===== src/rtl/xfer_pkg.sv =====
package xfer_pkg;
    localparam int REG_IDX_W = 4;
    localparam int NUM_REGS  = 1 << REG_IDX_W;
    localparam int IMM_W     = 8;
    localparam int INSTR_W   = 2 + 3 * REG_IDX_W + IMM_W;

    typedef enum logic [1:0] {
        OP_NOP  = 2'd0,
        OP_LDI  = 2'd1,
        OP_MOV  = 2'd2,
        OP_BLK  = 2'd3
    } op_e;

    typedef struct packed {
        op_e                  op;
        logic [REG_IDX_W-1:0] ra;
        logic [REG_IDX_W-1:0] rb;
        logic [REG_IDX_W-1:0] rc;
        logic [IMM_W-1:0]     imm;
    } instr_t;
endpackage


===== src/rtl/xfer_regfile.sv =====
module xfer_regfile
    import xfer_pkg::*;
#(
    parameter int AW = 8
) (
    input  logic                 clk,
    input  logic                 rst_n,
    input  logic                 we,
    input  logic [REG_IDX_W-1:0] waddr,
    input  logic [AW-1:0]        wdata,
    input  logic [REG_IDX_W-1:0] raddr_a,
    input  logic [REG_IDX_W-1:0] raddr_b,
    input  logic [REG_IDX_W-1:0] raddr_c,
    output logic [AW-1:0]        rdata_a,
    output logic [AW-1:0]        rdata_b,
    output logic [AW-1:0]        rdata_c
);
    logic [AW-1:0] r_q [NUM_REGS];
    logic [AW-1:0] r_d [NUM_REGS];

    assign r_d[0] = '0;
    assign r_q[0] = '0;

    for (genvar g = 1; g < NUM_REGS; g++) begin : g_reg
        always_comb begin
            r_d[g] = r_q[g];
            if (we && waddr == REG_IDX_W'(g)) r_d[g] = wdata;
        end

        always_ff @(posedge clk or negedge rst_n) begin
            if (!rst_n) r_q[g] <= '0;
            else        r_q[g] <= r_d[g];
        end
    end

    assign rdata_a = r_q[raddr_a];
    assign rdata_b = r_q[raddr_b];
    assign rdata_c = r_q[raddr_c];

    // a load into a nonzero register is visible on the next cycle
    p_load_lands_r4: assert property (@(posedge clk) disable iff (!rst_n)
        (we && waddr != '0 && raddr_a == waddr) |=> (rdata_a == $past(wdata) || raddr_a != $past(waddr)));

    // register 0 never reads nonzero
    p_reg0_zero_r4: assert property (@(posedge clk) disable iff (!rst_n)
        (raddr_b == '0) |-> (rdata_b == '0));
endmodule


===== src/rtl/xfer_agu.sv =====
module xfer_agu
    import xfer_pkg::*;
#(
    parameter int AW = 8
) (
    input  logic [AW-1:0]    base_src,
    input  logic [AW-1:0]    base_dst,
    input  logic [IMM_W-1:0] imm,
    input  logic [AW-1:0]    run_off,
    input  logic             use_run_off,
    output logic [AW-1:0]    src_addr,
    output logic [AW-1:0]    dst_addr
);
    logic [AW-1:0] imm_ext;
    logic [AW-1:0] offset;

    if (IMM_W >= AW) begin : g_trunc
        assign imm_ext = imm[AW-1:0];
    end else begin : g_zext
        assign imm_ext = {{(AW-IMM_W){1'b0}}, imm};
    end

    assign offset   = use_run_off ? run_off : imm_ext;
    // sums truncate to AW bits, wrapping modulo the buffer depth
    assign src_addr = base_src + offset;
    assign dst_addr = base_dst + offset;
endmodule


===== src/rtl/xfer_engine.sv =====
module xfer_engine
    import xfer_pkg::*;
#(
    parameter int AW  = 8,
    parameter int DW  = 16,
    parameter int PAW = 6
) (
    input  logic               clk,
    input  logic               rst_n,
    input  logic               start,
    output logic               busy,
    output logic               done,
    output logic [PAW-1:0]     imem_addr,
    input  logic [INSTR_W-1:0] imem_data,
    output logic               src_re,
    output logic [AW-1:0]      src_addr,
    input  logic [DW-1:0]      src_rdata,
    output logic               dst_we,
    output logic [AW-1:0]      dst_addr,
    output logic [DW-1:0]      dst_wdata
);
    typedef struct packed {
        logic [PAW-1:0]   pc;
        logic             busy;
        logic             done;
        logic [IMM_W-1:0] cnt;
        logic [AW-1:0]    off;
        logic             wr_vld;
        logic [AW-1:0]    wr_addr;
    } state_t;

    state_t st_q, st_d;
    instr_t ins;

    logic          rf_we;
    logic [AW-1:0] rf_a, rf_b, rf_c;
    logic [AW-1:0] agu_src, agu_dst;
    logic          issue;
    logic          xfer;
    logic [IMM_W-1:0] last_idx;

    assign ins   = instr_t'(imem_data);
    assign issue = st_q.busy && !start;
    assign xfer  = issue && (ins.op == OP_MOV || ins.op == OP_BLK);
    assign rf_we = issue && ins.op == OP_LDI;
    assign last_idx = (ins.imm == '0) ? '0 : ins.imm - 1'b1;

    xfer_regfile #(.AW(AW)) u_rf (
        .clk     (clk),
        .rst_n   (rst_n),
        .we      (rf_we),
        .waddr   (ins.ra),
        .wdata   (AW'(ins.imm)),
        .raddr_a (ins.ra),
        .raddr_b (ins.rb),
        .raddr_c (ins.rc),
        .rdata_a (rf_a),
        .rdata_b (rf_b),
        .rdata_c (rf_c)
    );

    xfer_agu #(.AW(AW)) u_agu (
        .base_src    (rf_a),
        .base_dst    (rf_b),
        .imm         (ins.imm),
        .run_off     (st_q.off),
        .use_run_off (ins.op == OP_BLK),
        .src_addr    (agu_src),
        .dst_addr    (agu_dst)
    );

    always_comb begin
        st_d        = st_q;
        st_d.wr_vld = 1'b0;
        if (start) begin
            st_d.pc   = '0;
            st_d.busy = 1'b1;
            st_d.done = 1'b0;
            st_d.cnt  = '0;
            st_d.off  = '0;
        end else if (st_q.busy) begin
            unique case (ins.op)
                OP_NOP: begin
                    if (ins.imm == '0) begin
                        st_d.busy = 1'b0;
                        st_d.done = 1'b1;
                    end else begin
                        st_d.pc = st_q.pc + 1'b1;
                    end
                end
                OP_LDI: st_d.pc = st_q.pc + 1'b1;
                OP_MOV: begin
                    st_d.wr_vld  = 1'b1;
                    st_d.wr_addr = agu_dst;
                    st_d.pc      = st_q.pc + 1'b1;
                end
                OP_BLK: begin
                    st_d.wr_vld  = 1'b1;
                    st_d.wr_addr = agu_dst;
                    if (st_q.cnt == last_idx) begin
                        st_d.cnt = '0;
                        st_d.off = '0;
                        st_d.pc  = st_q.pc + 1'b1;
                    end else begin
                        st_d.cnt = st_q.cnt + 1'b1;
                        st_d.off = st_q.off + rf_c;
                    end
                end
                default: st_d.pc = st_q.pc + 1'b1;
            endcase
        end
    end

    always_ff @(posedge clk or negedge rst_n) begin
        if (!rst_n) st_q <= '0;
        else        st_q <= st_d;
    end

    assign busy      = st_q.busy;
    assign done      = st_q.done;
    assign imem_addr = st_q.pc;
    assign src_re    = xfer;
    assign src_addr  = agu_src;
    assign dst_we    = st_q.wr_vld;
    assign dst_addr  = st_q.wr_addr;
    assign dst_wdata = src_rdata;

    // every read is matched by a write on the following cycle
    p_write_follows_read_r5: assert property (@(posedge clk) disable iff (!rst_n)
        src_re |=> dst_we);

    // no write appears without a read one cycle earlier
    p_no_orphan_write_r5: assert property (@(posedge clk) disable iff (!rst_n)
        dst_we |-> $past(src_re));

    // a parked engine issues no reads
    p_idle_quiet_r9: assert property (@(posedge clk) disable iff (!rst_n)
        !busy |-> !src_re);

    // busy and done are never high together
    p_busy_done_excl_r9: assert property (@(posedge clk) disable iff (!rst_n)
        !(busy && done));

    // done rises only as busy falls
    p_halt_edge_r9: assert property (@(posedge clk) disable iff (!rst_n)
        $rose(done) |-> $fell(busy));

    // later transfers of a block step the read address by the stride
    p_block_step_r6: assert property (@(posedge clk) disable iff (!rst_n)
        (issue && ins.op == OP_BLK && st_q.cnt != '0) |->
        (src_addr == AW'($past(src_addr) + rf_c)));
endmodule


===== config.mk =====
export PLATFORM = sky130hd
export DESIGN_NAME = xfer_engine
export DESIGN_NICKNAME = d
export VERILOG_FILES = /design/src/rtl/xfer_pkg.sv /design/src/rtl/xfer_regfile.sv /design/src/rtl/xfer_agu.sv /design/src/rtl/xfer_engine.sv
export SDC_FILE = /design/constraint.sdc
export NUM_CORES = 1
export LEC_CHECK = 0
export ABC_AREA = 1
export BUFFER_PORTS_ARGS = -buffer_cell sky130_fd_sc_hd__buf_2
export CAP_MARGIN = 40
export CORE_AREA = 2 2 135 163
export DETAILED_ROUTE_END_ITERATION = 16
export DIE_AREA = 0 0 137 165
export PLACE_DENSITY = 0.8
export SETUP_SLACK_MARGIN = 0.2
export SLEW_MARGIN = 20
export SYNTH_ARGS = -nofsm -noshare
export SYNTH_HDL_FRONTEND = slang
export SYNTH_HIERARCHICAL = 1
export SYNTH_SLANG_ARGS = --single-unit

===== constraint.sdc =====
create_clock -name clk -period 2.16 [get_ports clk]
set_input_delay 0.324 -clock clk [delete_from_list [all_inputs] [get_ports clk]]
set_output_delay 0.324 -clock clk [all_outputs]
set_load 0.03 [all_outputs]

==> results_dict.tcl <==
set metrics [dict create \
    p_total_mw 10.2 \
    synth_top_area_share 0.332 \
    rsz0062_at_grt "true" \
    grt_pass1_wl_um 66200 \
    cp_slowest_cell "dfrtp_1" \
    arrival_ns 2.62 \
    r2r-end "dst_addr[6]" \
    fin_util 0.729 \
    drive_gt1_frac 0.319 \
    status "finished with violations" \
    worstMarginPinSlew_ns 0.656 \
    gr-max-usage-layer "met2" \
    grt_antenna_before_repair 0 \
    synthAdderAreaFrac 0.0312 \
    end_kind "primary output" \
    setup_tns_ns -6.06 \
    fillers 1579 \
    yosysUniqueCellTypes 33 \
    synth.net_count 1855 \
    area_growth_pct 31.9 \
    grt_usage 0.385 \
    routed_wl_um 43700 \
    io_pins 83 \
    worstHoldStart "start" \
    yosysTopAreaCell "dfrtp_1" \
    cts_root_buf "clkbuf_16" \
    synth_xor_area_frac 0.0159 \
    synth_top_family_by_area "simple AND/OR/NAND/NOR gates" \
    cts_buffers 17 \
    portBuffers 50 \
    clock_path_buffers 2 \
    cpPeakStageDelay_ns 0.39 \
    ir_worst_vdd_mv 0.581 \
    critPathBufInv 4 \
    grt_max_degree 61 \
    via_per_inst 5.94 \
    clock-sinks 153 \
    yosys.area_share.simple 0.424 \
    criticalPathCategory "reg -> out" \
    synth_seq_area_share 0.332 \
    timing.rr.start "u_rf/r_q[40]" \
    p_leak_nw 7.98 \
    dpl.hpwl_um 29300 \
    dieHeight_um 165 \
    clock_skew_ns 0.00726 \
    synth_area_leaders "dfrtp_1 33%, nand2_1 22%, nand3_1 15%, inv_1 6.1%, o21ai_1 3.9%" \
    p_seq_frac 0.340 \
    violations "setup timing" \
    fin_crit_sh 1.36 \
    core_um2 20900 \
    hold_path.class "in -> reg" \
    internal_power_mw 6.36 \
    drt_iter0_drc 1780 \
    p_per_area_nw_per_um2 668 \
    netlist_instances 1787 \
    timing.fmax_ghz 0.339 \
    final_cell_mix "618 x nand2_1, 266 x nand3_1, 217 x buf_4" \
    slew_viol_final 0 \
    relSlewSlack 0.561 \
    nNetsFinal 2044 \
    start_kind "register" \
    clockPowerShare 0.287 \
    reg2regPathDepth 20 \
    wl_per_cell_um 19.3 \
    path_clk_slew_ns 0.07 \
    num_antenna_cells 0 \
    r2r_slack_ns -0.33 \
    placed_area_um2 13500 \
    mappedNetlistArea_um2 11500 \
    fp.dieArea_um2 22600 \
    met1_usage 0.452 \
    ctsHtreeMaxLevel 4 \
    synth_compound_area_frac 0.0684 \
    gp_congestion 0.978 \
    use_met2 0.613 \
    ys_ff_latch 153 \
    fp.dieW_um 137 \
    holdWs_ns 0.171 \
    yosysWarnings 6 \
    syn_area_per_cell_um2 6.46 \
    maxCapViolations 0 \
    final_common_cell "nand2_1" \
    whs_path_depth 2 \
    p_sw_mw 3.81 \
    hold_end "done" \
    postRouteAntennaNets 0 \
    gr-total-overflow 0 \
    grt_pass1_vias 12778 \
    groute.layer.met3.usage 0.0740 \
    comb_power_share 0.373 \
    drtPass1Iterations 8 \
    cp_top_family "simple AND/OR/NAND/NOR gates" \
    finalSetupViolations 17 \
    final_area_um2 15200 \
    fin_crit_ns 2.95 \
    path_cells "inv_2 -> nand2_1 -> nand3_1 -> nand3_1 -> nand3_2 -> nand2_4 -> ha_4 -> inv_2 -> fa_2 -> inv_2 -> nand2_2 -> nand2_2 -> nand3b_1 -> nand2_1 -> nand2_2 -> nand2_4 -> buf_6" \
    hold_viol_final 0 \
    p_sw_frac 0.375 \
    rows 58 \
    drc_errors 0 \
    crit_required_ns 1.84 \
    route.vias.total 13424 \
    cp_max_fo 2 \
    clock_latency_ns 0.44 \
    setup_slack_ns -0.788 \
    initial_core_util 0.553 \
    muxShareOfSynthArea 0 \
    cts_tree "built" \
]
per-layer routing:
metal	up-vias	part of all wire	wire length, µm
met2	909	0.46	20200
li1	6057	-	-
met4	0	0.093	4070
met3	293	0.091	3980
met5	-	0	0
met1	6165	0.35	15400
flip-flops by register name, summed over array words and instances (netlist names):
name       cells
u_rf/r_q     120
st_q          16
dst_addr       8
imem_addr      6
busy           1
done           1
dst_we         1
synth_stat cells (all sizes together):
cell and instances:
o21ai 132, xnor2 10, fa 3, nand4 8, dfrtp 153, nand2 692, and3 1, nor3 5
nand3b 9, nand3 357, inv 196, ha 24, a21oi 13, xor2 11, nor2 41, nor4 3
or2 5, clkbuf 27, buf 96, o21bai 1
cell families after synthesis:
family / count (synthesis)
xor+xnor: 21
buf+inv: 319
simple gates: 1121
fa+ha+maj: 27
flops: 153
compound gates: 146
power by group through the flow:
stage | Clock [mW] | Sequential [mW] | Combinational [mW]
global placement | 0 | 3.45 | 3.10
global route | 3.08 | 3.48 | 4.07
CTS | 2.94 | 3.44 | 3.47
detailed placement | 0 | 3.46 | 3.17
finish | 2.92 | 3.45 | 3.79
floorplan | 0 | 3.42 | 2.10
final cells by class:
class,count,area [µm²],share of cell area
Timing Repair Buffer,293,2360,0.155
Sequential cell,153,3830,0.251
Inverter,196,796,0.0522
Multi-Input combinational cell,1315,7360,0.483
Tap cell,270,338,0.0222
Clock buffer,19,433,0.0284
Clock inverter,13,120,0.00788
how the worst max path moves through the flow:
stage | slack, ns | end | startpoint | cells after the start
detailed placement | -0.64 | src_addr[5] | imem_data[16] | 16
global placement | -0.58 | src_addr[6] | imem_data[16] | 18
global route | -0.88 | src_addr[6] | u_rf/r_q[96] | 17
CTS | -0.59 | src_addr[6] | u_rf/r_q[64] | 17
floorplan | -0.20 | src_addr[4] | imem_data[16] | 16
finish | -0.79 | src_addr[6] | u_rf/r_q[96] | 17
timing repair:
item,4_1_cts,5_1_grt
setup buffers,9,13
pin swaps,74,55
gates resized for setup,185,85
setup endpoints to repair,23,57
endpoints found under the hold margin,110,0
hold buffers,1,0
gates cloned,0,0
metrics by stage:
step	std cells	worst slack, ns
global placement	2204	-0.583
finish	2259	-0.788
detailed placement	2204	-0.638
CTS	2246	-0.594
global route	2259	-0.877
floorplan	1787	-0.198
Power figures use the tool's default switching activity.
